===== config.mk =====
export PLATFORM = sky130hd
export DESIGN_NAME = rmap_top
export DESIGN_NICKNAME = d
export VERILOG_FILES = /design/src/rtl/rmap_pkg.sv /design/src/rtl/rmap_freelist.sv /design/src/rtl/rmap_map_table.sv /design/src/rtl/rmap_top.sv
export SDC_FILE = /design/constraint.sdc
export NUM_CORES = 1
export LEC_CHECK = 0
export ABC_AREA = 1
export BUFFER_PORTS_ARGS = -buffer_cell sky130_fd_sc_hd__buf_2
export CORE_ASPECT_RATIO = 1.1
export CORE_UTILIZATION = 35
export DETAILED_ROUTE_END_ITERATION = 8
export SLEW_MARGIN = 20
export SYNTH_ARGS = -nofsm -noshare
export SYNTH_HDL_FRONTEND = slang
export SYNTH_HIERARCHICAL = 1
export SYNTH_SLANG_ARGS = --single-unit
export TNS_END_PERCENT = 30

===== constraint.sdc =====
create_clock -name clk -period 2.9 [get_ports clk]
set_clock_uncertainty 0.1 [all_clocks]
set_input_delay 0.145 -clock clk [delete_from_list [all_inputs] [get_ports clk]]
set_output_delay 0.145 -clock clk [all_outputs]
set_load 0.02 [all_outputs]

===== src/rtl/rmap_pkg.sv =====
package rmap_pkg;
  typedef enum logic [2:0] {
    RC_INT  = 3'd0,
    RC_FP   = 3'd1,
    RC_CC   = 3'd2,
    RC_MISC = 3'd3
  } reg_class_e;

  localparam int unsigned N_RENAMED = 3;
endpackage


===== src/rtl/rmap_freelist.sv =====
module rmap_freelist #(
  parameter int ARCH_N = 8,
  parameter int PHYS_N = 16,
  parameter int PW     = 4,
  parameter int CW     = 5
) (
  input  logic          clk,
  input  logic          rst_n,
  input  logic          pop,
  input  logic          push,
  input  logic [PW-1:0] push_idx,
  output logic [PW-1:0] head_idx,
  output logic [CW-1:0] count
);
  localparam int INIT = PHYS_N - ARCH_N;

  logic [PW-1:0] slot_q [PHYS_N];
  logic [PW-1:0] rd_q, rd_d, wr_q, wr_d;
  logic [CW-1:0] cnt_q, cnt_d;

  function automatic logic [PW-1:0] bump(input logic [PW-1:0] p);
    return (p == PW'(PHYS_N - 1)) ? '0 : p + 1'b1;
  endfunction

  always_comb begin
    rd_d  = pop  ? bump(rd_q) : rd_q;
    wr_d  = push ? bump(wr_q) : wr_q;
    cnt_d = cnt_q + CW'(push) - CW'(pop);
  end

  always_ff @(posedge clk or negedge rst_n) begin
    if (!rst_n) begin
      for (int i = 0; i < PHYS_N; i++)
        slot_q[i] <= (i < INIT) ? PW'(ARCH_N + i) : '0;
      rd_q  <= '0;
      wr_q  <= PW'(INIT % PHYS_N);
      cnt_q <= CW'(INIT);
    end else begin
      if (push) slot_q[wr_q] <= push_idx;
      if (pop)  rd_q <= rd_d;
      if (push) wr_q <= wr_d;
      if (push != pop) cnt_q <= cnt_d;
    end
  end

  assign head_idx = slot_q[rd_q];
  assign count    = cnt_q;
endmodule


===== src/rtl/rmap_map_table.sv =====
module rmap_map_table #(
  parameter int ARCH_N = 8,
  parameter int AW     = 3,
  parameter int PW     = 4
) (
  input  logic          clk,
  input  logic          rst_n,
  input  logic          wa_en,
  input  logic [AW-1:0] wa_arch,
  input  logic [PW-1:0] wa_idx,
  input  logic          wb_en,
  input  logic [AW-1:0] wb_arch,
  input  logic [PW-1:0] wb_idx,
  input  logic [AW-1:0] ra_arch,
  output logic [PW-1:0] ra_idx,
  input  logic [AW-1:0] rb_arch,
  output logic [PW-1:0] rb_idx
);
  logic [PW-1:0] map_q [ARCH_N];
  logic [PW-1:0] map_d [ARCH_N];

  // port b (restore) is applied last so it wins on a shared entry
  always_comb begin
    map_d = map_q;
    if (wa_en) map_d[wa_arch] = wa_idx;
    if (wb_en) map_d[wb_arch] = wb_idx;
  end

  always_ff @(posedge clk or negedge rst_n) begin
    if (!rst_n) begin
      for (int i = 0; i < ARCH_N; i++) map_q[i] <= PW'(i);
    end else if (wa_en || wb_en) begin
      map_q <= map_d;
    end
  end

  assign ra_idx = map_q[ra_arch];
  assign rb_idx = map_q[rb_arch];
endmodule


===== src/rtl/rmap_top.sv =====
module rmap_top
  import rmap_pkg::*;
#(
  parameter int ARCH_N   = 8,
  parameter int PHYS_N   = 16,
  parameter int HAS_ZERO = 1,
  parameter int ZERO_IDX = 0,
  localparam int AW = $clog2(ARCH_N),
  localparam int PW = $clog2(PHYS_N),
  localparam int TW = PW + 2,
  localparam int CW = $clog2(PHYS_N + 1)
) (
  input  logic          clk,
  input  logic          rst_n,
  input  logic          ren_valid,
  input  logic [2:0]    ren_class,
  input  logic [AW-1:0] ren_arch,
  output logic          ren_ready,
  output logic [TW-1:0] ren_new_tag,
  output logic [TW-1:0] ren_prev_tag,
  output logic          ren_err,
  input  logic [2:0]    lk_class,
  input  logic [AW-1:0] lk_arch,
  output logic [TW-1:0] lk_tag,
  output logic          lk_err,
  input  logic          set_valid,
  input  logic [2:0]    set_class,
  input  logic [AW-1:0] set_arch,
  input  logic [TW-1:0] set_tag,
  output logic          set_err,
  input  logic          rel_valid,
  input  logic [TW-1:0] rel_tag,
  output logic [CW-1:0] free_cnt_int,
  output logic [CW-1:0] free_cnt_fp,
  output logic [CW-1:0] free_cnt_cc
);
  logic [PW-1:0] head  [4];
  logic [CW-1:0] cnt   [4];
  logic [PW-1:0] rd_rn [4];
  logic [PW-1:0] rd_lk [4];

  logic       ren_known, ren_misc, lk_known, lk_misc, set_known;
  logic       zero_ren, zero_set;
  logic [1:0] rsel, lsel, set_tcls, rel_tcls;
  logic [TW-1:0] set_misc_id;

  assign rsel      = ren_class[1:0];
  assign lsel      = lk_class[1:0];
  assign set_tcls  = set_tag[TW-1:PW];
  assign rel_tcls  = rel_tag[TW-1:PW];
  assign ren_known = ren_class < 3'd3;
  assign ren_misc  = ren_class == RC_MISC;
  assign lk_known  = lk_class < 3'd3;
  assign lk_misc   = lk_class == RC_MISC;
  assign set_known = set_class < 3'd3;
  assign zero_ren  = (HAS_ZERO != 0) && (ren_class == RC_INT) && (ren_arch == AW'(ZERO_IDX));
  assign zero_set  = (HAS_ZERO != 0) && (set_class == RC_INT) && (set_arch == AW'(ZERO_IDX));
  assign set_misc_id = {2'b11, PW'(set_arch)};

  // per-class pool and table
  for (genvar c = 0; c < 4; c++) begin : g_cls
    if (c < 3) begin : g_live
      logic alloc, restore, release_hit;
      assign alloc       = ren_valid && ren_ready && (ren_class == 3'(c)) && !zero_ren;
      assign restore     = set_valid && (set_class == 3'(c)) && (set_tcls == 2'(c)) && !zero_set;
      assign release_hit = rel_valid && (rel_tcls == 2'(c));

      rmap_freelist #(.ARCH_N(ARCH_N), .PHYS_N(PHYS_N), .PW(PW), .CW(CW)) u_pool (
        .clk      (clk),
        .rst_n    (rst_n),
        .pop      (alloc),
        .push     (release_hit),
        .push_idx (rel_tag[PW-1:0]),
        .head_idx (head[c]),
        .count    (cnt[c])
      );

      rmap_map_table #(.ARCH_N(ARCH_N), .AW(AW), .PW(PW)) u_map (
        .clk     (clk),
        .rst_n   (rst_n),
        .wa_en   (alloc),
        .wa_arch (ren_arch),
        .wa_idx  (head[c]),
        .wb_en   (restore),
        .wb_arch (set_arch),
        .wb_idx  (set_tag[PW-1:0]),
        .ra_arch (ren_arch),
        .ra_idx  (rd_rn[c]),
        .rb_arch (lk_arch),
        .rb_idx  (rd_lk[c])
      );
    end else begin : g_fixed
      assign head[c]  = '0;
      assign cnt[c]   = '0;
      assign rd_rn[c] = '0;
      assign rd_lk[c] = '0;
    end
  end

  // rename response
  always_comb begin
    ren_ready    = 1'b1;
    ren_new_tag  = '0;
    ren_prev_tag = '0;
    ren_err      = ren_valid && !ren_known && !ren_misc;
    if (ren_known) begin
      ren_ready    = cnt[rsel] != '0;
      ren_prev_tag = {rsel, rd_rn[rsel]};
      ren_new_tag  = zero_ren ? {rsel, rd_rn[rsel]} : {rsel, head[rsel]};
    end else if (ren_misc) begin
      ren_new_tag  = {2'b11, PW'(ren_arch)};
      ren_prev_tag = {2'b11, PW'(ren_arch)};
    end
  end

  // lookup response
  always_comb begin
    lk_tag = '0;
    lk_err = !lk_known && !lk_misc;
    if (lk_known)     lk_tag = {lsel, rd_lk[lsel]};
    else if (lk_misc) lk_tag = {2'b11, PW'(lk_arch)};
  end

  // restore checking
  always_comb begin
    set_err = 1'b0;
    if (set_valid) begin
      if (set_known)                   set_err = set_tcls != set_class[1:0];
      else if (set_class == RC_MISC)   set_err = set_tag != set_misc_id;
      else                             set_err = 1'b1;
    end
  end

  assign free_cnt_int = cnt[0];
  assign free_cnt_fp  = cnt[1];
  assign free_cnt_cc  = cnt[2];
endmodule


**Word level (Yosys, flattened, before mapping)**

Index checks and enable logic that the tools add are counted.
Widths: inputs -> output; s select.

- Add/subtract/negate cells: 12
- $lt $le $gt $ge: 19
- Eq/ne operators: 22
- Mux-type cells: 80
- Bitwise operators: 11
- Reduce and logical (&&, ||, !) cells: 45

Operators with widths:

| operator | count |
|---|---|
| $bwmux 32 | 6 |
| $bwmux 64 | 3 |
| $mux 32 | 6 |
| $mux 4 | 36 |
| $bmux 4 s3 | 6 |
| $bmux 4 s4 | 3 |
| $demux 4 s4 | 3 |
| $ge 5x5->1 const B | 6 |
| $mux 6 | 5 |
| $not 4->5 | 6 |
| $logic_and 1x1->1 | 29 |
| $add 4x1->4 const B | 6 |
| $bmux 4 s2 | 3 |
| $demux 4 s3 | 2 |
| $eq 4x4->1 const B | 6 |
| $add 5x1->5 | 3 |
| $eq 3x2->1 const B | 5 |
| $lt 5x1->1 const B | 3 |
| $sub 5x1->5 | 3 |
| $ge 4x4->1 const B | 3 |
| $logic_not 3->1 | 4 |
| $not 3->4 | 3 |
| $bmux 5 s2 | 1 |
| $mux 5 | 2 |
| 15 further kinds | 36 |

- Bits in registers: 327
- Input port bits: 35
- Output and inout port bits: 37
- Logic and storage cells: 270

**Logic depth before layout (Yosys ltp)**

- Depth after elaboration: 12
- Depth in mapped cells: 19
- Depth with buffers taken out: 18

**Hierarchy**

Netlist, hierarchy kept.

By module, submodules not included:

| module | instances | cells each | area an instance (um2) | sequential area each (um2) |
|---|---|---|---|---|
| rmap_map_table | 3 | 506 | 2,837.7 | 815.8 |
| rmap_freelist (g_cls[0].g_live.u_pool ...) | 2 | 536 | 4,030.1 | 1,954.4 |
| rmap_freelist (g_cls[1].g_live.u_pool) | 1 | 538 | 4,053.9 | 1,954.4 |
| rmap_top | 1 | 190 | 867.1 | 0.0 |

**Worst setup path before layout**

OpenSTA, ideal clock, no wires.

- Path kind: flip-flop to flip-flop
- Start point: register g_cls[0].g_live.u_pool.cnt_q[3]
- End point: register g_cls[2].g_live.u_pool.cnt_q[2]
- Setup time: 0.126 ns
- Arrival time: 2.602 ns
- Data required time: 2.674 ns
- Slack: 0.071 ns
- Stages on the path, launching flop included: 14
- Buffers on the path: 0
- Clock period less this slack: 2.829 ns
- Cells stage by stage: dfstp_2 > nor2_1 > nand3_1 > nand2_1 > nand2_1 > nand3_1 > nor2_1 > ha_1 > inv_1 > ha_1 > fa_1 > or2_2 > nand3_1 > o21ai_0

- Word-level cells in the longest chain between the ends: 9
- Elaborated cells on any way between the ends: 10
- Classes of those cells: add/sub: 1; eq/ne: 1; mux: 4; reduce/logical: 4

RTL lines:

| item | RTL line | source |
|---|---|---|
| start: declaration | rmap_freelist.sv:19 | `logic [CW-1:0] cnt_q, cnt_d;` |
| start signal: assignment | rmap_freelist.sv:37 | `cnt_q <= CW'(INIT);` |
| start signal: assignment | rmap_freelist.sv:42 | `if (push != pop) cnt_q <= cnt_d;` |
| $bmux 5 s2 * | rmap_top.sv:107 | `ren_ready = cnt[rsel] != '0;` |
| $mux 5 (not written as such) * (2 in a row) | rmap_top.sv:107 |  |
| $reduce_bool 5->1 * | rmap_top.sv:107 |  |
| $mux 1 * | rmap_top.sv:106 | `if (ren_known) begin` |
| $logic_and 1x1->1 * (3 in a row) | rmap_top.sv:64 | `assign alloc = ren_valid && ren_ready && (ren_class == 3'(c)) && !zero_ren;` |
| net g_cls[2].g_live.alloc | rmap_top.sv:63 | `logic alloc, restore, release_hit;` |
| $sub 5x1->5 / $ne 1x1->1 (equally long branches) | rmap_freelist.sv:28, rmap_freelist.sv:42 |  |
| end signal: assignment | rmap_freelist.sv:37 |  |
| end signal: assignment | rmap_freelist.sv:42 |  |
| end: declaration | rmap_freelist.sv:19 |  |

Mark *: on every way through the listed nets, which the timed path passes. The rest lies on a longest branch. The select of a mux whose other input is x is not followed.
A chain may end at the register's enable or synchronous reset.

==> results.txt <==
The flow ran to the end, and the final reports show no timing, DRC or antenna violations. Synthesis produced a netlist whose cell count is 3,318. Timing analysis after detailed placement gives a worst setup slack of 288 ps. The average cell area after synthesis is 6.48 µm², and the final net count is 3,467.

The initial antenna violation count is 2, and the post-detailed-route wirelength per cell is 15.3 µm. In this run the worst path has a maximum fanout of 9. The library cell used most frequently in the layout, excluding fill and tap cells, is sky130_fd_sc_hd__nand2_1. The clock net in this run drives a total of 327 sinks. Among all flip-flop cells after synthesis, the most frequent one is sky130_fd_sc_hd__dfrtp_1.

The total global-route track usage was 20.9%; the count of TritonRoute iterations in the first routing pass was 6. The worst setup path is of the flip-flop to output pin kind. The async set-or-reset flop fraction in the synthesized netlist works out to 100%. For this configuration, the core starts out at a cell density of 35.7%. After detailed placement, the total cell area comes to 22,900 µm².

The power per cell area was 844 nW/µm². The die is 238 µm wide. The detailed router finished its first iteration with 1,705 violations. The library cells used most frequently in the layout, excluding fill and tap cells, are sky130_fd_sc_hd__nand2_1, sky130_fd_sc_hd__inv_1, sky130_fd_sc_hd__nand3_1. Setup violations remaining at the end of the flow were counted as 0. Clock-pin slew was measured on the worst setup and hold paths at 60 ps. After floorplanning, the core was sized to cover 60,200 µm².

Buffers placed on the I/O ports in this run total 71. For the via count of the first global-routing pass, the log shows 19,000. Setup repair after global routing could not meet its margin everywhere. STA classifies the critical path startpoint as a flip-flop. Summed over all cells, the static leakage comes to 12.9 nW. The endpoint class of the critical path is an output pin.

The run gives 104 as the maximum number of pins on one net before global-route repair. The later pin in the worst-skew pair is clocked with a latency of 570 ps. For the data required time at the worst endpoint, the log shows 2650 ps.

Based on the critical path, the design can be clocked at up to 360 MHz. The pin slew with the least headroom to its limit was 732 ps. Maximum resistive drop on vdd: 0.385 mV. Counting flops with a built-in enable in the synthesized netlist gives 0. The relative area change from synthesis to final layout is 13.6%, and the count of final max-slew check failures is 0. After global routing the overflow that remains totals 0.

The logs give 2 for the number of levels in the clock H-tree and 104 mm for the wire length of the first global-routing pass. The tools report the final-report hold violation count as 0. The worst path needs 2780 ps of the cycle, external delays included. Once detail routing completed, the nets flagged for antenna violations numbered 0. The longest clock path from root to sink contains 3 buffers. In this run the worst hold path is classified as primary input to asynchronous set/reset pin.

The number of clock buffers inserted by TritonCTS is 40, and the weighted congestion at the end of routability-driven global placement is 0.882. The number of cells on the worst reg-to-reg path is 11. The run gives 51.2% as the relative slew slack. The via-per-instance ratio is 4.84, and the arrival time at the worst endpoint is 2540 ps.

The synthesized cell area was 21,500 µm²; the post-route DRC violation count was 0. In this run, synthesis produced a sequential element count of 327. Across the run, the number of max-cap violations was 0.

The logs give 65.1 mm for the wire length reported by the detailed router and 3,386 for the number of nets produced by synthesis. Counting distinct cell types in the post-synthesis netlist gives 40. TritonCTS built the clock tree. Die height: 262 µm. The startpoint identified for the worst register-to-register timing path is g_cls[1].g_live.u_pool/count[4]$_DFFE_PN0P_. The worst path meets setup with 119 ps of slack. The number of placement rows is 94, and the vias after detailed routing is 20,500. Setup slack on the worst reg-to-reg path comes out at 250 ps. The fraction of layout cells with a size suffix above 1 is 11.2%, and the final instance area is 24,400 µm². The endpoint identified for the worst register-to-register timing path is g_cls[1].g_live.u_pool/count[2]$_DFFE_PN0P_. For the warning count from the yosys run, the log shows 6.

After synthesis, flip-flops and latches occupy 38.7% of the total area. Of the available clock period, the critical path in the final layout requires 95.9%. The floorplan step defined a die boundary enclosing 62,400 µm². 72 I/O pins were placed.

The tree is rooted in a sky130_fd_sc_hd__clkbuf_16. The HPWL after detailed placement is 45.3 mm.
## power by group
group          switching (mW)  internal [mW]
Combinational            5.65           2.82
Sequential              0.903           6.32
Clock                    2.01           2.93
Total                    8.55           12.1
## what timing repair did
| item | in CTS | in global routing |
|---|---|---|
| endpoints found under the hold margin | 283 | 0 |
| cloned | 0 | 2 |
| hold buffers | 12 | 0 |
| pin swaps | 0 | 0 |
| setup buffers | 0 | 4 |
| gates resized for setup | 4 | 30 |
| setup endpoints to repair | 2 | 4 |
## synthesized netlist by cell type, drive strengths merged (2+ instances only)
master | instances | share of area [%]
nand4 | 5 | 0.15
fa | 3 | 0.28
xnor2 | 2 | 0.082
nand3 | 376 | 8.8
dfrtp | 225 | 26
o21ai | 253 | 5.9
nand2 | 1425 | 25
inv | 503 | 8.8
xor2 | 3 | 0.12
buf | 79 | 2.2
clkbuf | 40 | 0.70
dfstp | 102 | 12
o211ai | 74 | 2.6
nor3 | 7 | 0.23
ha | 30 | 1.7
or2 | 10 | 0.30
a21oi | 52 | 1.2
nor2 | 121 | 3.0
nand2b | 3 | 0.087
## layer usage
layer / track usage [%] / up-vias / wire length [µm]
met5: 0 / - / 0
met4: 5.61 / 0 / 1480
met3: 2.64 / 90 / 3220
met2: 34.7 / 470 / 30100
met1: 28.7 / 9499 / 30300
li1: - / 10500 / -
## cell families after synthesis
group,share of synthesized area [%]
xor+xnor,0.204
fa+ha+maj,2.03
simple gates,37.7
flops,38.7
compound gates,9.74
buf+inv,11.7
## stage by stage
stage	util [%]	setup TNS [ps]	hold slack, ps	total power [mW]	std cells
2_1_floorplan	-	0	-251	12.6	3318
3_3_place_gp	38.0	0	43.2	15.4	4155
3_5_place_dp	38.0	0	43.9	15.5	4155
4_1_cts	40.3	0	40.8	20.6	4239
5_1_grt	40.6	-5.32	90.7	22.2	4246
6_report	40.6	0	50.4	20.6	4246
## layout make-up
| type | instances | area [µm²] |
|---|---|---|
| Multi-Input combinational cell | 2368 | 10700 |
| Clock inverter | 5 | 65.1 |
| Sequential cell | 327 | 8310 |
| Inverter | 504 | 1910 |
| Fill cell | 6504 | 35800 |
| Timing Repair Buffer | 157 | 1190 |
| Clock buffer | 67 | 1210 |
| Tap cell | 816 | 1020 |
| Timing Repair inverter | 1 | 16.3 |
| Antenna cell | 1 | 2.50 |
## registers in the layout, summed over array words and instances, names as in the netlist
register	cells
g_cls.g_live.u_map/map_q	96
g_cls.g_live.u_pool/count	15
g_cls.g_live.u_pool/rd_q	12
g_cls.g_live.u_pool/slot_q	192
g_cls.g_live.u_pool/wr_q	12
## worst max-delay path, stage by stage, from the launching register on
cell                        delay (ps)
sky130_fd_sc_hd__dfrtp_2           470
sky130_fd_sc_hd__clkbuf_16         200
sky130_fd_sc_hd__clkbuf_4          190
sky130_fd_sc_hd__nand2_1            80
sky130_fd_sc_hd__nand3_1            70
sky130_fd_sc_hd__nand3_1           100
sky130_fd_sc_hd__nand3_1           110
sky130_fd_sc_hd__nand2_2           110
sky130_fd_sc_hd__nand2_1            60
sky130_fd_sc_hd__nand3_1            80
sky130_fd_sc_hd__nand2_1            60
sky130_fd_sc_hd__nand2_1            50
sky130_fd_sc_hd__nand2_1            60
sky130_fd_sc_hd__nand2_2           150
sky130_fd_sc_hd__buf_4             170
## how the worst max path moves through the flow
stage / slack [ps] / to / start / depth (start not counted)
global placement: 280 / g_cls[1].g_live.u_pool/count[2]$_DFFE_PN0P_ / ren_class[1] / 15
floorplan: 70 / g_cls[2].g_live.u_pool/count[2]$_DFFE_PN0P_ / g_cls[0].g_live.u_pool/count[3]$_DFFE_PN1P_ / 13
finish: 120 / ren_new_tag[0] / g_cls[2].g_live.u_pool/rd_q[0]$_DFFE_PN0P_ / 14
CTS: 40 / ren_new_tag[3] / g_cls[2].g_live.u_pool/rd_q[0]$_DFFE_PN0P_ / 14
global route: -5 / ren_new_tag[1] / g_cls[2].g_live.u_pool/rd_q[0]$_DFFE_PN0P_ / 14
detailed placement: 290 / g_cls[1].g_live.u_pool/count[2]$_DFFE_PN0P_ / ren_class[1] / 15
Note: power is estimated with default switching activity, not from simulation.
